==> src/rtl/ppm4_pkg.sv <==
package ppm4_pkg;
  localparam int unsigned REF_DIV   = 6;
  localparam int unsigned SLOTS     = 4;
  localparam int unsigned HUNT_CHIPS = 4;
  localparam logic [15:0] PREAMBLE  = 16'h80A8;
  localparam int unsigned SLOT_W    = $clog2(SLOTS);
  typedef logic [SLOTS-1:0] chip_t;
endpackage

==> src/rtl/ppm4_line_sync.sv <==
module ppm4_line_sync #(
  parameter int unsigned STAGES = 2
) (
  input  logic clk_i,
  input  logic rst_ni,
  input  logic d_i,
  output logic line_o,
  output logic edge_o
);
  // chain[STAGES-1] is the synchronised line, chain[STAGES] its previous value
  logic [STAGES:0] chain;

  always_ff @(posedge clk_i or negedge rst_ni) begin
    if (!rst_ni) chain <= '0;
    else         chain <= {chain[STAGES-1:0], d_i};
  end

  assign line_o = chain[STAGES-1];
  assign edge_o = chain[STAGES-1] ^ chain[STAGES];
endmodule

==> src/rtl/ppm4_phase_gen.sv <==
module ppm4_phase_gen #(
  parameter int unsigned DIV = 6
) (
  input  logic clk_i,
  input  logic rst_ni,
  input  logic edge_i,
  output logic tick_o
);
  localparam int unsigned PH_W = $clog2(DIV);
  localparam logic [PH_W-1:0] PH_LAST = PH_W'(DIV - 1);
  localparam logic [PH_W-1:0] PH_MID  = PH_W'(DIV / 2);

  logic [PH_W-1:0] ph_q;

  always_ff @(posedge clk_i or negedge rst_ni) begin
    if (!rst_ni)              ph_q <= '0;
    else if (edge_i)          ph_q <= '0;
    else if (ph_q == PH_LAST) ph_q <= '0;
    else                      ph_q <= ph_q + 1'b1;
  end

  assign tick_o = (ph_q == PH_MID);

  p_phase_bound_r1: assert property (@(posedge clk_i) disable iff (!rst_ni)
    ph_q <= PH_LAST);
  p_tick_gap_r1: assert property (@(posedge clk_i) disable iff (!rst_ni)
    tick_o |=> !tick_o);
  p_edge_recentre_r2: assert property (@(posedge clk_i) disable iff (!rst_ni)
    edge_i |=> !tick_o);
endmodule

==> src/rtl/ppm4_slot_ctr.sv <==
module ppm4_slot_ctr #(
  parameter int unsigned SLOTS = 4,
  localparam int unsigned SW = $clog2(SLOTS)
) (
  input  logic             clk_i,
  input  logic             rst_ni,
  input  logic             tick_i,
  input  logic             hold_i,
  input  logic             line_i,
  output logic [SW-1:0]    slot_o,
  output logic             chip_stb_o,
  output logic [SLOTS-1:0] chip_o
);
  localparam logic [SW-1:0] SLOT_LAST = SW'(SLOTS - 1);

  logic [SW-1:0]    slot_q;
  logic [SLOTS-2:0] hist_q;

  always_ff @(posedge clk_i or negedge rst_ni) begin
    if (!rst_ni) begin
      slot_q <= '0;
      hist_q <= '0;
    end else if (tick_i) begin
      hist_q <= {hist_q[SLOTS-3:0], line_i};
      if (!hold_i) slot_q <= slot_q + 1'b1;
    end
  end

  assign slot_o     = slot_q;
  assign chip_o     = {hist_q, line_i};
  assign chip_stb_o = tick_i & ~hold_i & (slot_q == SLOT_LAST);

  p_slot_step_r4: assert property (@(posedge clk_i) disable iff (!rst_ni)
    (tick_i && !hold_i) |=> slot_o == SW'($past(slot_o) + 1'b1));
  p_slot_idle_r4: assert property (@(posedge clk_i) disable iff (!rst_ni)
    !tick_i |=> $stable(slot_o));
  p_slot_held_r6: assert property (@(posedge clk_i) disable iff (!rst_ni)
    (tick_i && hold_i) |=> $stable(slot_o));
endmodule

==> src/rtl/ppm4_preamble_hunt.sv <==
module ppm4_preamble_hunt #(
  parameter int unsigned CHIP_W = 4,
  parameter int unsigned CHIPS  = 4,
  parameter logic [CHIP_W*CHIPS-1:0] PATTERN = 16'h80A8
) (
  input  logic              clk_i,
  input  logic              rst_ni,
  input  logic              tick_i,
  input  logic              chip_stb_i,
  input  logic [CHIP_W-1:0] chip_i,
  input  logic              relock_i,
  output logic              hold_o,
  output logic              lock_o
);
  localparam int unsigned WIN_W = CHIP_W * (CHIPS - 1);
  localparam int unsigned CNT_W = $clog2(CHIPS);
  localparam logic [CNT_W-1:0] CNT_LAST = CNT_W'(CHIPS - 1);

  logic [WIN_W-1:0] win_q;
  logic [CNT_W-1:0] cnt_q;
  logic             hold_q, lock_q, match;

  assign match = ({win_q, chip_i} == PATTERN);

  always_ff @(posedge clk_i or negedge rst_ni) begin
    if (!rst_ni) begin
      win_q  <= '0;
      cnt_q  <= '0;
      hold_q <= 1'b0;
      lock_q <= 1'b0;
    end else begin
      if (chip_stb_i) win_q <= {win_q[WIN_W-CHIP_W-1:0], chip_i};
      if (relock_i) begin
        lock_q <= 1'b0;
        cnt_q  <= '0;
        hold_q <= 1'b0;
      end else begin
        // slip consumed by the strobe it delays
        if (tick_i && hold_q) hold_q <= 1'b0;
        if (chip_stb_i && !lock_q) begin
          if (cnt_q == CNT_LAST) begin
            cnt_q <= '0;
            if (match) lock_q <= 1'b1;
            else       hold_q <= 1'b1;
          end else begin
            cnt_q <= cnt_q + 1'b1;
          end
        end
      end
    end
  end

  assign hold_o = hold_q;
  assign lock_o = lock_q;

  p_relock_clears_r9: assert property (@(posedge clk_i) disable iff (!rst_ni)
    relock_i |=> !lock_o);
  p_lock_on_chip_r7: assert property (@(posedge clk_i) disable iff (!rst_ni)
    $rose(lock_o) |-> $past(chip_stb_i));
  p_lock_sticky_r10: assert property (@(posedge clk_i) disable iff (!rst_ni)
    (lock_o && !relock_i) |=> lock_o);
  p_slip_unlocked_r6: assert property (@(posedge clk_i) disable iff (!rst_ni)
    $rose(hold_o) |-> !lock_o);
endmodule

==> src/rtl/ppm4_slot_recovery.sv <==
module ppm4_slot_recovery
  import ppm4_pkg::*;
#(
  parameter int unsigned DIV         = REF_DIV,
  parameter int unsigned SYNC_STAGES = 2
) (
  input  logic              clk_i,
  input  logic              rst_ni,
  input  logic              rx_pin_i,
  input  logic              tx_loop_i,
  input  logic              loopback_i,
  input  logic              relock_i,
  output logic              sample_o,
  output logic              sample_bit_o,
  output logic [SLOT_W-1:0] slot_idx_o,
  output logic              chip_valid_o,
  output chip_t             chip_o,
  output logic              lock_o
);
  logic  line_in, line, line_edge, tick, hold, chip_stb, lock;
  chip_t chip;

  assign line_in = loopback_i ? tx_loop_i : rx_pin_i;

  ppm4_line_sync #(.STAGES(SYNC_STAGES)) u_sync (
    .clk_i, .rst_ni, .d_i(line_in), .line_o(line), .edge_o(line_edge)
  );

  ppm4_phase_gen #(.DIV(DIV)) u_phase (
    .clk_i, .rst_ni, .edge_i(line_edge), .tick_o(tick)
  );

  ppm4_slot_ctr #(.SLOTS(SLOTS)) u_slot (
    .clk_i, .rst_ni, .tick_i(tick), .hold_i(hold), .line_i(line),
    .slot_o(slot_idx_o), .chip_stb_o(chip_stb), .chip_o(chip)
  );

  ppm4_preamble_hunt #(.CHIP_W(SLOTS), .CHIPS(HUNT_CHIPS), .PATTERN(PREAMBLE)) u_hunt (
    .clk_i, .rst_ni, .tick_i(tick), .chip_stb_i(chip_stb), .chip_i(chip),
    .relock_i, .hold_o(hold), .lock_o(lock)
  );

  assign sample_o     = tick;
  assign sample_bit_o = line;
  assign chip_o       = chip;
  assign chip_valid_o = chip_stb & lock;
  assign lock_o       = lock;

  p_valid_aligned_r5: assert property (@(posedge clk_i) disable iff (!rst_ni)
    chip_valid_o |-> (sample_o && slot_idx_o == SLOT_W'(SLOTS - 1)));
  p_valid_locked_r8: assert property (@(posedge clk_i) disable iff (!rst_ni)
    chip_valid_o |-> lock_o);
endmodule

==> config.mk <==
export PLATFORM = sky130hd
export DESIGN_NAME = ppm4_slot_recovery
export DESIGN_NICKNAME = d
export VERILOG_FILES = /design/src/rtl/ppm4_pkg.sv /design/src/rtl/ppm4_line_sync.sv /design/src/rtl/ppm4_phase_gen.sv /design/src/rtl/ppm4_slot_ctr.sv /design/src/rtl/ppm4_preamble_hunt.sv /design/src/rtl/ppm4_slot_recovery.sv
export SDC_FILE = /design/constraint.sdc
export NUM_CORES = 1
export LEC_CHECK = 0
export ABC_AREA = 1
export BUFFER_PORTS_ARGS = -buffer_cell sky130_fd_sc_hd__buf_2
export CORE_ASPECT_RATIO = 1.5
export CORE_MARGIN = 2
export CORE_UTILIZATION = 55
export DETAILED_ROUTE_END_ITERATION = 10
export GPL_TIMING_DRIVEN = 0
export PLACE_DENSITY = 0.77
export SYNTH_ARGS = -nofsm -noshare
export SYNTH_HDL_FRONTEND = slang
export SYNTH_SLANG_ARGS = --single-unit
==> constraint.sdc <==
create_clock -name clk_i -period 2 [get_ports clk_i]
set_input_delay 0.1 -clock clk_i [delete_from_list [all_inputs] [get_ports clk_i]]
set_output_delay 0.1 -clock clk_i [all_outputs]
set_load 0.05 [all_outputs]
Word level (Yosys, flattened, before mapping)
Index checks and enable logic that the tools add are counted.
{"block": "classes", "reduce_logical": 8, "n_addsub": 3, "bitwise_logic": 5, "muxes": 15, "eq_ne": 5}
{"cell": "$eq 16x16->1 const B", "count": 1}
{"cell": "$mux 1", "count": 10}
{"cell": "$mux 2", "count": 3}
{"cell": "$mux 3", "count": 2}
{"cell": "$reduce_bool 2->1", "count": 3}
{"cell": "$add 2x1->2 const B", "count": 2}
{"cell": "$eq 2x2->1 const B", "count": 2}
{"cell": "$add 3x1->3 const B", "count": 1}
{"cell": "$and 1x1->1", "count": 3}
{"cell": "$eq 3x2->1 const B", "count": 1}
{"cell": "$eq 3x3->1 const B", "count": 1}
{"cell": "$reduce_and 3->1", "count": 1}
{"cell": "$logic_and 1x1->1", "count": 2}
{"cell": "$reduce_and 2->1", "count": 1}
{"cell": "$logic_not 1->1", "count": 1}
{"cell": "$not 1->1", "count": 1}
{"cell": "$xor 1x1->1", "count": 1}
{"block": "word_totals", "inputBits": 6, "word_cells": 44, "ff_bits": 27, "out_inout_bits": 10}

Longest topological paths before layout
Gate-level depths: netlist of run 1.
{"block": "logic_depth", "depth_word": 7, "ltp_mapped": 8, "mapped_depth_nobuf": 7}

Hierarchy
A second synthesis of run 1 with hierarchy kept.
{"block": "unflattened", "cells_unflattened": 139, "hier_area_um2": 1201.2}
{"module": "ppm4_preamble_hunt", "area_per_inst_um2": 696.9, "n_inst": 1, "seq_area_each_um2": 400.4, "cells_each": 80}
{"module": "ppm4_slot_ctr", "area_per_inst_um2": 245.2, "n_inst": 1, "seq_area_each_um2": 125.1, "cells_each": 27}
{"module": "ppm4_phase_gen", "area_per_inst_um2": 142.6, "n_inst": 1, "seq_area_each_um2": 75.1, "cells_each": 18}
{"module": "ppm4_line_sync", "area_per_inst_um2": 93.8, "n_inst": 1, "seq_area_each_um2": 75.1, "cells_each": 8}
{"module": "ppm4_slot_recovery", "area_per_inst_um2": 22.5, "n_inst": 1, "seq_area_each_um2": 0.0, "cells_each": 6}

Worst setup path after synthesis of run 1
No wires, ideal clock.
{"block": "synth_timing", "path_type": "register to output", "start": "register u_slot.slot_q[0] (netlist: u_slot.slot_o[0])", "end": "output chip_valid_o", "path_stages_with_launch": 5, "t_required_ps": 1900, "slack_ps": 52, "arrival_ps": 1848, "path_buffers": 1, "cell_sequence": "dfrtp_1 -> ha_1 -> nand3_4 -> buf_6 -> nor2_1"}
{"block": "synth_between", "elab_chain_len": 3}
{"element": "start: declaration", "line": "ppm4_slot_ctr.sv:16", "rtl": "logic [SW-1:0] slot_q;"}
{"element": "start signal: assignment", "line": "ppm4_slot_ctr.sv:25", "rtl": "if (!hold_i) slot_q <= slot_q + 1'b1;"}
{"element": "$eq 2x2->1", "line": "ppm4_slot_ctr.sv:31", "rtl": "assign chip_stb_o = tick_i & ~hold_i & (slot_q == SLOT_LAST);"}
{"element": "$and 1x1->1", "line": "ppm4_slot_ctr.sv:31"}
{"element": "$and 1x1->1", "line": "ppm4_slot_recovery.sv:46", "rtl": "assign chip_valid_o = chip_stb & lock;"}
{"element": "end: declaration", "line": "ppm4_slot_recovery.sv:16", "rtl": "output logic chip_valid_o,"}
Every way passes these cells.

Final worst setup path of run 1
{"block": "layout_timing", "start": "register u_phase.ph_q[0]", "end": "output chip_valid_o"}
{"block": "layout_between", "elab_chain_len": 4}
{"element": "start: declaration", "line": "ppm4_phase_gen.sv:13", "rtl": "logic [PH_W-1:0] ph_q;"}
{"element": "start signal: assignment", "line": "ppm4_phase_gen.sv:19", "rtl": "else ph_q <= ph_q + 1'b1;"}
{"element": "$eq 3x2->1", "line": "ppm4_phase_gen.sv:22", "rtl": "assign tick_o = (ph_q == PH_MID);"}
{"element": "$and 1x1->1 (2 in a row)", "line": "ppm4_slot_ctr.sv:31"}
{"element": "$and 1x1->1", "line": "ppm4_slot_recovery.sv:46"}
Every way passes these cells.

==> report_table.html, run 1 <==
<table>
<tr><th>Metric</th><th>Value</th></tr>
<tr><th colspan="2">Critical path</th></tr>
<tr><td>Endpoint class of the critical path</td><td>output port</td></tr>
<tr><td>CP max-delay cell</td><td>sky130_fd_sc_hd__dfrtp_1</td></tr>
<tr><td>Worst setup startpoint</td><td>u_phase.ph_q[0]</td></tr>
<tr><td>Critical Path Most Common Cell</td><td>sky130_fd_sc_hd__buf_6</td></tr>
<tr><td>Launching element type of the critical path</td><td>flip-flop</td></tr>
<tr><td>Launch point of the worst reg-to-reg path</td><td>u_phase.ph_q[0]</td></tr>
<tr><td>Required time of the critical path</td><td>1.90 ns</td></tr>
<tr><td>Worst path cell trace</td><td>nand2_1 &gt; inv_1 &gt; ha_1 &gt; buf_6 &gt; nand3_4 &gt; buf_6 &gt; nor2_1 &gt; buf_6</td></tr>
<tr><td>Arrival time at the worst endpoint</td><td>between 1.5 and 2 ns</td></tr>
<tr><td>Slack of the worst reg-to-reg path</td><td>0.47 ns</td></tr>
<tr><td>Max incr delay on CP</td><td>approximately 0.42 ns</td></tr>
<tr><td>Crit path kind</td><td>reg -&gt; out</td></tr>
<tr><td>CP Max Fanout</td><td>10</td></tr>
<tr><th colspan="2">Cells and area</th></tr>
<tr><td>Layout Nets</td><td>around 160</td></tr>
<tr><td>Fill cell count</td><td>~180</td></tr>
<tr><td>Area occupied by multi-input gates</td><td>just over 400 um^2</td></tr>
<tr><td>Number of antenna repair diodes</td><td>0</td></tr>
<tr><td>Register cell area after layout</td><td>between 600 and 700 um^2</td></tr>
<tr><td>Final design utilization</td><td>0.667</td></tr>
<tr><td>Most common cell after layout, fill and taps aside</td><td>sky130_fd_sc_hd__dfrtp_1</td></tr>
<tr><td>Synth-to-layout area growth</td><td>14.6%</td></tr>
<tr><td>Fraction of layout cells with a size suffix above 1</td><td>0.226</td></tr>
<tr><td>Leading cell types in the layout, fill and taps excluded</td><td>27 x sky130_fd_sc_hd__dfrtp_1, 20 x sky130_fd_sc_hd__nand2_1, 18 x sky130_fd_sc_hd__inv_1, 18 x sky130_fd_sc_hd__nor2_1, 14 x sky130_fd_sc_hd__buf_2</td></tr>
<tr><th colspan="2">Synthesis</th></tr>
<tr><td>Nets in the synthesized netlist</td><td>between 100 and 150</td></tr>
<tr><td>Synthesized cell area</td><td>~0.0012 mm^2</td></tr>
<tr><td>Mean post-synth cell area</td><td>approximately 10 um^2</td></tr>
<tr><td>Synth warnings</td><td>0</td></tr>
<tr><td>Post-synthesis sequential element count</td><td>27</td></tr>
<tr><td>Library cell occupying the most area in the post-synthesis netlist</td><td>sky130_fd_sc_hd__dfrtp_1</td></tr>
<tr><td>Instance count of the mapped netlist</td><td>around 120</td></tr>
<tr><td>Share of the synthesized area in the top cell type</td><td>0.565</td></tr>
<tr><td>Post-synthesis sequential area ratio</td><td>0.565</td></tr>
<tr><td>Leading cell types by total area after synthesis</td><td>sky130_fd_sc_hd__dfrtp_1 57%, sky130_fd_sc_hd__nand2_1 6.3%, sky130_fd_sc_hd__inv_1 5.7%</td></tr>
<tr><td>Number of distinct library cell variants in the gate-level netlist after synthesis</td><td>20</td></tr>
<tr><th colspan="2">Outcome</th></tr>
<tr><td>Status</td><td>complete, no violations</td></tr>
<tr><th colspan="2">Floorplanning</th></tr>
<tr><td>Ports</td><td>16</td></tr>
<tr><td>Horiz. Die Dim</td><td>between 40 and 50 um</td></tr>
<tr><td>Height of the die</td><td>a little over 60 um</td></tr>
<tr><td>Placeable core area</td><td>slightly above 0.002 mm^2</td></tr>
<tr><td>Area enclosed by the die boundary</td><td>around 0.0026 mm^2</td></tr>
<tr><td>Cell Rows</td><td>20</td></tr>
<tr><td>Initial cell density of the core</td><td>0.582</td></tr>
<tr><th colspan="2">Pwr</th></tr>
<tr><td>Cell Int Power</td><td>~0.97 mW</td></tr>
<tr><td>Power per cell area</td><td>~1200 mW/mm^2</td></tr>
<tr><td>Design Power</td><td>1.65 mW</td></tr>
<tr><td>Logic gate share of total power</td><td>0.350</td></tr>
<tr><td>VDD IR max</td><td>slightly below 0.9 mV</td></tr>
<tr><td>Switch Pwr</td><td>0.679 mW</td></tr>
<tr><td>Sw frac</td><td>0.411</td></tr>
<tr><td>Reg power frac</td><td>0.503</td></tr>
<tr><td>Leakage power figure</td><td>about 0.67 nW</td></tr>
<tr><td>Clock Power Share</td><td>0.147</td></tr>
<tr><th colspan="2">GRT</th></tr>
<tr><td>Maximum number of pins on one net before global-route repair</td><td>28</td></tr>
<tr><td>Global-route congestion overflow total</td><td>0</td></tr>
<tr><td>Global-route wire length before repair</td><td>approximately 3.3 mm</td></tr>
<tr><td>Global-route usage over all layers</td><td>0.175</td></tr>
<tr><td>Vias in the first global route</td><td>around 810</td></tr>
<tr><td>Antenna violations before repair</td><td>0</td></tr>
<tr><th colspan="2">Timing</th></tr>
<tr><td>Final setup violating endpoints</td><td>0</td></tr>
<tr><td>Minimum period implied by the final worst setup slack</td><td>approximately 1.8 ns</td></tr>
<tr><td>Slew at the pin closest to its max-slew limit</td><td>0.601 ns</td></tr>
<tr><td>Number of hold violations in the final report</td><td>0</td></tr>
<tr><td>Unrepaired setup endpoints after global routing</td><td>no</td></tr>
<tr><td>Max Clk Rate</td><td>542 MHz</td></tr>
<tr><td>Number of pins with negative max-slew slack in the final report</td><td>0</td></tr>
<tr><td>Aggregate negative setup slack</td><td>0 ns</td></tr>
<tr><td>Slew Limit Headroom</td><td>0.599</td></tr>
<tr><td>Worst Skew</td><td>between 0.006 and 0.007 ns</td></tr>
<tr><td>Post-Route Hold Slack</td><td>about 0.016 ns</td></tr>
<tr><td>Share of the clock period used by the worst path</td><td>0.922</td></tr>
<tr><th colspan="2">Detailed routing</th></tr>
<tr><td>DRC violations left</td><td>0</td></tr>
<tr><td>Detail-routed net length per standard cell</td><td>11.8 um</td></tr>
<tr><td>First-pass DRT Iterations</td><td>4</td></tr>
<tr><td>Total vias in the final route</td><td>845</td></tr>
<tr><td>Average vias per placed instance</td><td>a little over 5</td></tr>
<tr><td>Drt total wl</td><td>1.98 mm</td></tr>
<tr><td>Final ANT Viol Nets</td><td>0</td></tr>
<tr><td>Count of routing violations after the opening detailed-route iteration</td><td>15</td></tr>
<tr><th colspan="2">Place</th></tr>
<tr><td># port buffers</td><td>15</td></tr>
<tr><td>Routability cong.</td><td>around 0.77</td></tr>
<tr><td>HPWL reported at the end of detailed placement</td><td>1.42 mm</td></tr>
<tr><th colspan="2">CTS</th></tr>
<tr><td>Clock-pin slew of the registers on the worst-case setup and hold paths</td><td>approximately 0.15 ns</td></tr>
<tr><td>H-Tree Level Count</td><td>1</td></tr>
<tr><td>Buffer cell driving the clock tree root</td><td>sky130_fd_sc_hd__clkbuf_4</td></tr>
<tr><td>Clk sinks</td><td>27</td></tr>
<tr><td>Clock tree from TritonCTS</td><td>built</td></tr>
<tr><td>Total CTS buffers</td><td>3</td></tr>
<tr><td>Clock Latency Late Sink</td><td>around 0.33 ns</td></tr>
<tr><td>Clock Path Buffers</td><td>2</td></tr>
<tr><th colspan="2">Run</th></tr>
<tr><td>Number of max-capacitance violations reported</td><td>0</td></tr>
<tr><th colspan="2">Worst hold path</th></tr>
<tr><td>Hold crit path type</td><td>in -&gt; reg</td></tr>
<tr><td>Worst min-delay path startpoint</td><td>tx_loop_i</td></tr>
</table>
final cells by class:
cell class | instances | area share
well taps | 22 | 0.0201
clock buffers | 3 | 0.0165
multi-input cells | 74 | 0.303
repair buffers | 19 | 0.0850
flip-flops and latches | 27 | 0.494
plain buffers | 4 | 0.0274
inverters | 18 | 0.0494
clock inverters | 1 | 0.00548
path summary, 6_finish.rpt:
| kind | end | cells after the start |
|---|---|---|
| setup / recovery | chip_valid_o | 8 |
| hold / removal | u_sync.chain[0] | 2 |
| setup reg to reg | u_hunt.win_q[0] | 7 |
| hold reg to reg | u_sync.chain[1] | 0 |
| max in group asynchronous | u_hunt.lock_o | 2 |
| min in group asynchronous | u_hunt.win_q[7] | 2 |
power groups by stage:
stage | Combinational, mW | Clock [mW] | Sequential (mW)
floorplan | 0.276 | 0 | 1.00
global placement | 0.564 | 0 | 0.831
detailed placement | 0.576 | 0 | 0.841
CTS | 0.581 | 0.251 | 0.828
global route | 0.644 | 0.264 | 0.856
finish | 0.579 | 0.243 | 0.831
worst max-delay path: cells and delay by family, from the launching register on:
kind | cells | cell delay, ns
adders and majority gates | 1 | 0.16
DFF | 1 | 0.42
buffers and inverters | 4 | 0.55
and+or+nand+nor | 3 | 0.29
per-stage QoR:
step	worst slack, ns	area (um^2)	cells
detailed placement	0.415	1300	160
CTS	0.0216	1350	166
global route	0.0351	1370	168
floorplan	0.0521	1190	123
global placement	0.448	1300	160
finish	0.155	1370	168
routing by layer:
layer | track usage | part of all wire | up-vias
li1 | - | - | 433
met1 | 0.205 | 0.43 | 396
met2 | 0.321 | 0.54 | 14
met3 | 0.0176 | 0.023 | 2
met4 | 0.0938 | 0.012 | 0
met5 | 0 | 0 | -
cell families (layout without fill, tap and decap cells):
family,after synthesis,after routing,share of synthesized area
fa+ha+maj,4,4,0.0419
buf+inv,22,45,0.0879
simple gates,45,45,0.175
xor+xnor,2,2,0.0147
mux,3,3,0.0283
flops,27,27,0.565
compound gates,20,20,0.0869
sequential cells by signal, indices dropped and copies added, names as in the netlist:
name and flops:
u_hunt.cnt_q 2, u_hunt.hold_o 1, u_hunt.lock_o 1, u_hunt.win_q 12, u_phase.ph_q 3, u_slot.hist_q 3
u_slot.slot_o 2, u_sync.chain 3
what timing repair did:
item	in CTS	in global routing
hold endpoints to repair	29	0
setup buffers	0	2
hold buffers	2	0
setup endpoints to repair	0	1
gates resized for setup	0	3
cells in the mapped netlist:
master                    number
sky130_fd_sc_hd__a21oi_1       5
sky130_fd_sc_hd__a21oi_2       1
sky130_fd_sc_hd__buf_4         2
sky130_fd_sc_hd__buf_6         2
sky130_fd_sc_hd__dfrtp_1      27
sky130_fd_sc_hd__ha_1          4
sky130_fd_sc_hd__inv_1        18
sky130_fd_sc_hd__mux2_2        3
sky130_fd_sc_hd__nand2_1      20
sky130_fd_sc_hd__nand3_1       1
sky130_fd_sc_hd__nand3_2       1
sky130_fd_sc_hd__nand3_4       1
sky130_fd_sc_hd__nand4_1       1
sky130_fd_sc_hd__nor2_1       18
sky130_fd_sc_hd__nor3_1        1
sky130_fd_sc_hd__nor3_4        1
sky130_fd_sc_hd__o21ai_0      12
sky130_fd_sc_hd__o21ai_1       2
sky130_fd_sc_hd__or2_2         1
sky130_fd_sc_hd__xnor2_1       2
Power figures use the tool's default switching activity.
==> run 2, diff against run 1 <==
- CORE_MARGIN: 2 -> 10
- GPL_TIMING_DRIVEN: 0 -> default
- SKIP_CTS_REPAIR_TIMING: default -> 1
==> run 2 against run 1 <==
- critical endpoint unchanged
- flip-flop and latch count unchanged
- global-route usage down 8.4 points
- clock power down 4%
- register-to-register slack better by 0.06 ns
- final area down 1.0%
- largest power group unchanged
- via count down 1.5%
- combinational power up 3%
- critical path type unchanged
==> report_table.html, run 2 (same netlist as run 1, synthesis figures left out) <==
<table>
<tr><th>Metric</th><th>Value</th></tr>
<tr><th colspan="2">GRT</th></tr>
<tr><td>Met2 Use GR</td><td>0.173</td></tr>
<tr><td>Met1 usage in global routing</td><td>0.0888</td></tr>
<tr><td>Antenna violations before repair</td><td>0</td></tr>
<tr><td>Vias in the first global route</td><td>830</td></tr>
<tr><td>Global-route usage over all layers</td><td>0.0908</td></tr>
<tr><td>Busiest metal layer after global routing</td><td>met2</td></tr>
<tr><td>Maximum number of pins on one net before global-route repair</td><td>28</td></tr>
<tr><td>Global-route congestion overflow total</td><td>0</td></tr>
<tr><td>GR met3 Demand/Resource</td><td>0.0231</td></tr>
<tr><td>Global-route wire length before repair</td><td>between 3 and 4 mm</td></tr>
<tr><th colspan="2">Cells and area</th></tr>
<tr><td>Layout Nets</td><td>approximately 150</td></tr>
<tr><td>Biggest register</td><td>u_hunt.win_q</td></tr>
<tr><td>Synth-to-layout area growth</td><td>13.4%</td></tr>
<tr><td>Fraction of layout cells with a size suffix above 1</td><td>0.203</td></tr>
<tr><td>Post-route cell area</td><td>0.00136 mm^2</td></tr>
<tr><td>Max reg flops</td><td>12</td></tr>
<tr><td>Area occupied by multi-input gates</td><td>about 440 um^2</td></tr>
<tr><td>Number of antenna repair diodes</td><td>0</td></tr>
<tr><td>Leading cell types in the layout, fill and taps excluded</td><td>27 x sky130_fd_sc_hd__dfrtp_1, 20 x sky130_fd_sc_hd__nand2_1, 18 x sky130_fd_sc_hd__inv_1, 18 x sky130_fd_sc_hd__nor2_1, 14 x sky130_fd_sc_hd__buf_2</td></tr>
<tr><td>Register cell area after layout</td><td>a little under 700 um^2</td></tr>
<tr><td>Fill cell count</td><td>between 150 and 200</td></tr>
<tr><td>Most common cell after layout, fill and taps aside</td><td>sky130_fd_sc_hd__dfrtp_1</td></tr>
<tr><th colspan="2">Timing</th></tr>
<tr><td>Max Clk Rate</td><td>~560 MHz</td></tr>
<tr><td>Slew Limit Headroom</td><td>0.616</td></tr>
<tr><td>Number of pins with negative max-slew slack in the final report</td><td>0</td></tr>
<tr><td>Unrepaired setup endpoints after global routing</td><td>no</td></tr>
<tr><td>Slew at the pin closest to its max-slew limit</td><td>just under 0.6 ns</td></tr>
<tr><td>Minimum period implied by the final worst setup slack</td><td>about 1.8 ns</td></tr>
<tr><td>Share of the clock period used by the worst path</td><td>0.893</td></tr>
<tr><td>Worst Skew</td><td>0.0103 ns</td></tr>
<tr><td>Post-Route Hold Slack</td><td>around 0.28 ns</td></tr>
<tr><td>Final setup violating endpoints</td><td>0</td></tr>
<tr><td>Number of hold violations in the final report</td><td>0</td></tr>
<tr><th colspan="2">Floorplanning</th></tr>
<tr><td>Cell Rows</td><td>20</td></tr>
<tr><td>Initial cell density of the core</td><td>0.582</td></tr>
<tr><td>Height of the die</td><td>between 70 and 80 um</td></tr>
<tr><td>Horiz. Die Dim</td><td>between 50 and 60 um</td></tr>
<tr><td>Ports</td><td>16</td></tr>
<tr><td>Area enclosed by the die boundary</td><td>~0.0045 mm^2</td></tr>
<tr><td>Placeable core area</td><td>approximately 0.0021 mm^2</td></tr>
<tr><th colspan="2">Detailed routing</th></tr>
<tr><td>Final ANT Viol Nets</td><td>0</td></tr>
<tr><td>Count of routing violations after the opening detailed-route iteration</td><td>25</td></tr>
<tr><td>Total vias in the final route</td><td>~830</td></tr>
<tr><td>DRC violations left</td><td>0</td></tr>
<tr><td>Detail-routed net length per standard cell</td><td>approximately 13 um</td></tr>
<tr><td>First-pass DRT Iterations</td><td>4</td></tr>
<tr><td>Average vias per placed instance</td><td>~5.0</td></tr>
<tr><td>Drt total wl</td><td>between 2 and 2.5 mm</td></tr>
<tr><th colspan="2">Critical path</th></tr>
<tr><td>Reg-to-reg endpoint</td><td>u_hunt.cnt_q[1]</td></tr>
<tr><td>Max incr delay on CP</td><td>0.41 ns</td></tr>
<tr><td>Required time of the critical path</td><td>approximately 1.9 ns</td></tr>
<tr><td>Worst path cell trace</td><td>nand2_1 &gt; inv_1 &gt; ha_4 &gt; nand3_4 &gt; nor2_1 &gt; clkbuf_4</td></tr>
<tr><td>Setup crit end</td><td>chip_valid_o</td></tr>
<tr><td>Slack of the worst reg-to-reg path</td><td>0.53 ns</td></tr>
<tr><td>Crit path kind</td><td>reg -&gt; out</td></tr>
<tr><td>Worst setup startpoint</td><td>u_phase.ph_q[0]</td></tr>
<tr><td>Endpoint class of the critical path</td><td>output port</td></tr>
<tr><td>CP max-delay cell</td><td>sky130_fd_sc_hd__dfrtp_1</td></tr>
<tr><td>CP Max Fanout</td><td>14</td></tr>
<tr><td>Launching element type of the critical path</td><td>flip-flop</td></tr>
<tr><td>Launch point of the worst reg-to-reg path</td><td>u_phase.ph_q[0]</td></tr>
<tr><td>Arrival time at the worst endpoint</td><td>around 1.7 ns</td></tr>
<tr><td>Cells on worst reg2reg path</td><td>6</td></tr>
<tr><th colspan="2">CTS</th></tr>
<tr><td>Buffer cell driving the clock tree root</td><td>sky130_fd_sc_hd__clkbuf_4</td></tr>
<tr><td>Clock Path Buffers</td><td>2</td></tr>
<tr><td>Clock-pin slew of the registers on the worst-case setup and hold paths</td><td>about 0.15 ns</td></tr>
<tr><td>Clk sinks</td><td>27</td></tr>
<tr><td>Clock tree from TritonCTS</td><td>built</td></tr>
<tr><td>Total CTS buffers</td><td>3</td></tr>
<tr><td>H-Tree Level Count</td><td>1</td></tr>
<tr><td>Clock Latency Late Sink</td><td>approximately 0.32 ns</td></tr>
<tr><th colspan="2">Place</th></tr>
<tr><td># port buffers</td><td>15</td></tr>
<tr><td>Standard cell area after detailed placement</td><td>0.00126 mm^2</td></tr>
<tr><td>HPWL reported at the end of detailed placement</td><td>between 1 and 1.5 mm</td></tr>
<tr><td>Routability cong.</td><td>around 0.76</td></tr>
<tr><th colspan="2">Pwr</th></tr>
<tr><td>Leakage power figure</td><td>approximately 0.65 nW</td></tr>
<tr><td>Power per cell area</td><td>roughly 1200 mW/mm^2</td></tr>
<tr><td>VDD IR max</td><td>between 0.6 and 0.7 mV</td></tr>
<tr><th colspan="2">Worst hold path</th></tr>
<tr><td>Hold crit path type</td><td>in -&gt; async</td></tr>
<tr><th colspan="2">Outcome</th></tr>
<tr><td>Status</td><td>complete, no violations</td></tr>
<tr><th colspan="2">Run</th></tr>
<tr><td>Number of max-capacitance violations reported</td><td>0</td></tr>
</table>
run 2: cell count changes in the layout (fill, tap and decap cells not counted), sizes merged:
cell and change:
clkbuf +1, dlygate4sd3 +2, buf -7, nand3 +1
run 2: worst min-delay path by stage:
stage,startpoint,slack (ns),to
floorplan,rst_ni,-0.20,u_hunt.cnt_q[0]
global placement,rst_ni,0.13,u_hunt.win_q[7]
detailed placement,rst_ni,0.14,u_hunt.win_q[11]
CTS,rst_ni,-0.23,u_hunt.win_q[11]
global route,rst_ni,0.31,u_hunt.win_q[6]
finish,rst_ni,0.28,u_hunt.win_q[6]
run 2: layout make-up:
cell class / count / share of cell area
Clock buffer: 3 / 0.0166
Clock inverter: 1 / 0.00554
Inverter: 18 / 0.0499
Multi-Input combinational cell: 75 / 0.322
Sequential cell: 27 / 0.499
Tap cell: 22 / 0.0203
Timing Repair Buffer: 19 / 0.0868
run 2: power by group:
group | switching, mW | leakage [nW] | internal [mW]
clock | 0.157 | 0.0139 | 0.0763
combinational | 0.411 | 0.282 | 0.184
sequential | 0.114 | 0.353 | 0.714
run 2: critical path: cells and delay by family, from the launching register on:
kind                     cells  cell delay, ns
flip-flops                   1            0.41
AND/OR/NAND/NOR              3            0.38
buffers and inverters        2            0.37
adder cells (fa/ha/maj)      1            0.22
run 2: per-stage QoR:
| step | cells | utilization | TNS, ns | power, mW | worst slack [ns] |
|---|---|---|---|---|---|
| 2_1_floorplan | 123 | - | 0 | 1.28 | 0.0521 |
| 3_3_place_gp | 156 | 0.614 | 0 | 1.40 | 0.395 |
| 3_5_place_dp | 156 | 0.614 | 0 | 1.42 | 0.313 |
| 4_1_cts | 160 | 0.629 | -0.0646 | 1.65 | -0.0646 |
| 5_1_grt | 165 | 0.660 | 0 | 1.78 | 0.0606 |
| 6_report | 165 | 0.660 | 0 | 1.66 | 0.214 |
run 2: metal layers:
layer  part of all wire  vias up
met5                  0        -
met4             0.0048        0
met3              0.028        2
met2               0.57       12
met1               0.40      396
li1                   -      422
==> run 3, diff against run 2 <==
- GPL_TIMING_DRIVEN: default -> 0
==> run 3 against run 2 <==
- first-iteration DRC count grew 16%
- non-clock buffer count grew 6
- highest routed layer unchanged
- clock power grew 6%
- die area is the same
- flip-flop and latch count is the same
==> report_table.html, run 3 (same netlist as run 1, synthesis figures left out) <==
<table>
<tr><th>Metric</th><th>Value</th></tr>
<tr><th colspan="2">GRT</th></tr>
<tr><td>Antenna violations before repair</td><td>0</td></tr>
<tr><td>Global-route congestion overflow total</td><td>0</td></tr>
<tr><td>Maximum number of pins on one net before global-route repair</td><td>28</td></tr>
<tr><td>Vias in the first global route</td><td>between 900 and 1000</td></tr>
<tr><td>Global-route usage over all layers</td><td>0.0991</td></tr>
<tr><td>Global-route wire length before repair</td><td>about 3.7 mm</td></tr>
<tr><th colspan="2">CTS</th></tr>
<tr><td>Clock Latency Late Sink</td><td>approximately 0.34 ns</td></tr>
<tr><td>Clock Path Buffers</td><td>2</td></tr>
<tr><td>Total CTS buffers</td><td>3</td></tr>
<tr><td>H-Tree Level Count</td><td>1</td></tr>
<tr><td>Clock-pin slew of the registers on the worst-case setup and hold paths</td><td>0.15 ns</td></tr>
<tr><td>Buffer cell driving the clock tree root</td><td>sky130_fd_sc_hd__clkbuf_4</td></tr>
<tr><td>Clk sinks</td><td>27</td></tr>
<tr><td>Clock tree from TritonCTS</td><td>built</td></tr>
<tr><th colspan="2">Timing</th></tr>
<tr><td>Max Clk Rate</td><td>around 550 MHz</td></tr>
<tr><td>Unrepaired setup endpoints after global routing</td><td>no</td></tr>
<tr><td>Worst Slack Setup Final</td><td>between 0.15 and 0.2 ns</td></tr>
<tr><td>Slew Limit Headroom</td><td>0.613</td></tr>
<tr><td>Slew at the pin closest to its max-slew limit</td><td>0.580 ns</td></tr>
<tr><td>Share of the clock period used by the worst path</td><td>0.914</td></tr>
<tr><td>Final setup violating endpoints</td><td>0</td></tr>
<tr><td>Number of hold violations in the final report</td><td>0</td></tr>
<tr><td>Number of pins with negative max-slew slack in the final report</td><td>0</td></tr>
<tr><td>Worst Skew</td><td>around 0.015 ns</td></tr>
<tr><td>Post-Route Hold Slack</td><td>roughly 0.27 ns</td></tr>
<tr><td>Aggregate negative setup slack</td><td>0 ns</td></tr>
<tr><td>Minimum period implied by the final worst setup slack</td><td>1.83 ns</td></tr>
<tr><th colspan="2">Floorplanning</th></tr>
<tr><td>Horiz. Die Dim</td><td>around 58 um</td></tr>
<tr><td>Placeable core area</td><td>about 0.0021 mm^2</td></tr>
<tr><td>Initial cell density of the core</td><td>0.582</td></tr>
<tr><td>Height of the die</td><td>about 77 um</td></tr>
<tr><td>Area enclosed by the die boundary</td><td>~0.0045 mm^2</td></tr>
<tr><td>Ports</td><td>16</td></tr>
<tr><td>Cell Rows</td><td>20</td></tr>
<tr><th colspan="2">Cells and area</th></tr>
<tr><td>Layout Nets</td><td>159</td></tr>
<tr><td>Most common cell after layout, fill and taps aside</td><td>sky130_fd_sc_hd__dfrtp_1</td></tr>
<tr><td>Register cell area after layout</td><td>a little under 700 um^2</td></tr>
<tr><td>Fraction of layout cells with a size suffix above 1</td><td>0.230</td></tr>
<tr><td>Area occupied by multi-input gates</td><td>slightly above 400 um^2</td></tr>
<tr><td>Max reg flops</td><td>12</td></tr>
<tr><td>Leading cell types in the layout, fill and taps excluded</td><td>27 x sky130_fd_sc_hd__dfrtp_1, 20 x sky130_fd_sc_hd__nand2_1, 18 x sky130_fd_sc_hd__nor2_1, 17 x sky130_fd_sc_hd__inv_1, 14 x sky130_fd_sc_hd__buf_2</td></tr>
<tr><td>Synth-to-layout area growth</td><td>16.3%</td></tr>
<tr><td>Biggest register</td><td>u_hunt.win_q</td></tr>
<tr><td>Post-route cell area</td><td>~0.0014 mm^2</td></tr>
<tr><td>Fill cell count</td><td>between 150 and 200</td></tr>
<tr><td>Number of antenna repair diodes</td><td>0</td></tr>
<tr><th colspan="2">Critical path</th></tr>
<tr><td>CP Max Fanout</td><td>10</td></tr>
<tr><td>Arrival time at the worst endpoint</td><td>~1.7 ns</td></tr>
<tr><td>Launching element type of the critical path</td><td>flip-flop</td></tr>
<tr><td>Required time of the critical path</td><td>~1.9 ns</td></tr>
<tr><td>Crit path kind</td><td>reg -&gt; out</td></tr>
<tr><td>Endpoint class of the critical path</td><td>output port</td></tr>
<tr><th colspan="2">Detailed routing</th></tr>
<tr><td>Drt total wl</td><td>about 2.1 mm</td></tr>
<tr><td>Count of routing violations after the opening detailed-route iteration</td><td>29</td></tr>
<tr><td>DRC violations left</td><td>0</td></tr>
<tr><td>Final ANT Viol Nets</td><td>0</td></tr>
<tr><td>Detail-routed net length per standard cell</td><td>12.4 um</td></tr>
<tr><td>Average vias per placed instance</td><td>roughly 5.1</td></tr>
<tr><td>Total vias in the final route</td><td>roughly 870</td></tr>
<tr><td>First-pass DRT Iterations</td><td>4</td></tr>
<tr><th colspan="2">Place</th></tr>
<tr><td>Worst setup slack after placement</td><td>about 0.41 ns</td></tr>
<tr><td>HPWL reported at the end of detailed placement</td><td>~1.6 mm</td></tr>
<tr><td># port buffers</td><td>15</td></tr>
<tr><td>Standard cell area after detailed placement</td><td>approximately 0.0013 mm^2</td></tr>
<tr><td>Routability cong.</td><td>around 0.77</td></tr>
<tr><th colspan="2">Pwr</th></tr>
<tr><td>Clock Power Share</td><td>0.148</td></tr>
<tr><td>Sw frac</td><td>0.411</td></tr>
<tr><td>VDD IR max</td><td>~0.81 mV</td></tr>
<tr><td>Switch Pwr</td><td>0.687 mW</td></tr>
<tr><td>Leakage power figure</td><td>around 0.7 nW</td></tr>
<tr><td>Power per cell area</td><td>between 1000 and 1500 mW/mm^2</td></tr>
<tr><td>Reg power frac</td><td>0.498</td></tr>
<tr><td>Design Power</td><td>approximately 1.7 mW</td></tr>
<tr><td>Logic gate share of total power</td><td>0.354</td></tr>
<tr><td>Cell Int Power</td><td>a little under 1 mW</td></tr>
<tr><th colspan="2">Outcome</th></tr>
<tr><td>Status</td><td>complete, no violations</td></tr>
<tr><th colspan="2">Worst hold path</th></tr>
<tr><td>Hold crit path type</td><td>in -&gt; async</td></tr>
<tr><th colspan="2">Run</th></tr>
<tr><td>Number of max-capacitance violations reported</td><td>0</td></tr>
</table>
==> run 3: metal layers <==
layer,routed length (um),track usage
met1,812,0.0862
met5,0,0
met2,1150,0.191
met3,109,0.0264
met4,36,0.0519
==> run 3: critical path, stage by stage, from the launching register on <==
cell,delay (ns)
sky130_fd_sc_hd__dfrtp_1,0.42
sky130_fd_sc_hd__nand2_1,0.08
sky130_fd_sc_hd__inv_2,0.07
sky130_fd_sc_hd__ha_1,0.15
sky130_fd_sc_hd__buf_6,0.13
sky130_fd_sc_hd__nand3_4,0.09
sky130_fd_sc_hd__buf_6,0.15
sky130_fd_sc_hd__nor2_1,0.13
sky130_fd_sc_hd__buf_6,0.18
==> run 3: metrics by stage <==
step           std cells  utilization
2_1_floorplan        123            -
3_3_place_gp         160        0.632
3_5_place_dp         160        0.632
4_1_cts              164        0.648
5_1_grt              170        0.677
6_report             170        0.677
==> run 3: layout make-up <==
| class | instances | share of cell area |
|---|---|---|
| clock inverters | 1 | 0.00630 |
| flip-flops and latches | 27 | 0.486 |
| repair buffers | 21 | 0.0981 |
| inverters | 18 | 0.0486 |
| multi-input cells | 74 | 0.298 |
| well taps | 22 | 0.0198 |
| clock buffers | 3 | 0.0162 |
| plain buffers | 4 | 0.0270 |
==> run 3: path summary, 6_finish.rpt <==
kind / to / slack, ns / depth (start not counted) / startpoint
worst max-delay path: chip_valid_o / 0.17 / 8 / u_phase.ph_q[0]
worst min-delay path: u_hunt.win_q[11] / 0.27 / 2 / rst_ni
worst max register to register: u_hunt.win_q[0] / 0.47 / 7 / u_phase.ph_q[0]
worst min register to register: u_sync.chain[1] / 0.38 / 0 / u_sync.chain[0]
max in group asynchronous: u_hunt.lock_o / 1.33 / 2 / rst_ni
min in group clk_i: u_sync.chain[1] / 0.38 / 0 / u_sync.chain[0]
==> run 3: power groups by stage <==
stage                     Combinational, mW  Clock (mW)  Sequential, mW
after floorplan                       0.276           0            1.00
after global placement                0.571           0           0.829
after detailed placement              0.590           0           0.844
after CTS                             0.592       0.255           0.831
after global routing                  0.661       0.270           0.850
final                                 0.592       0.247           0.831
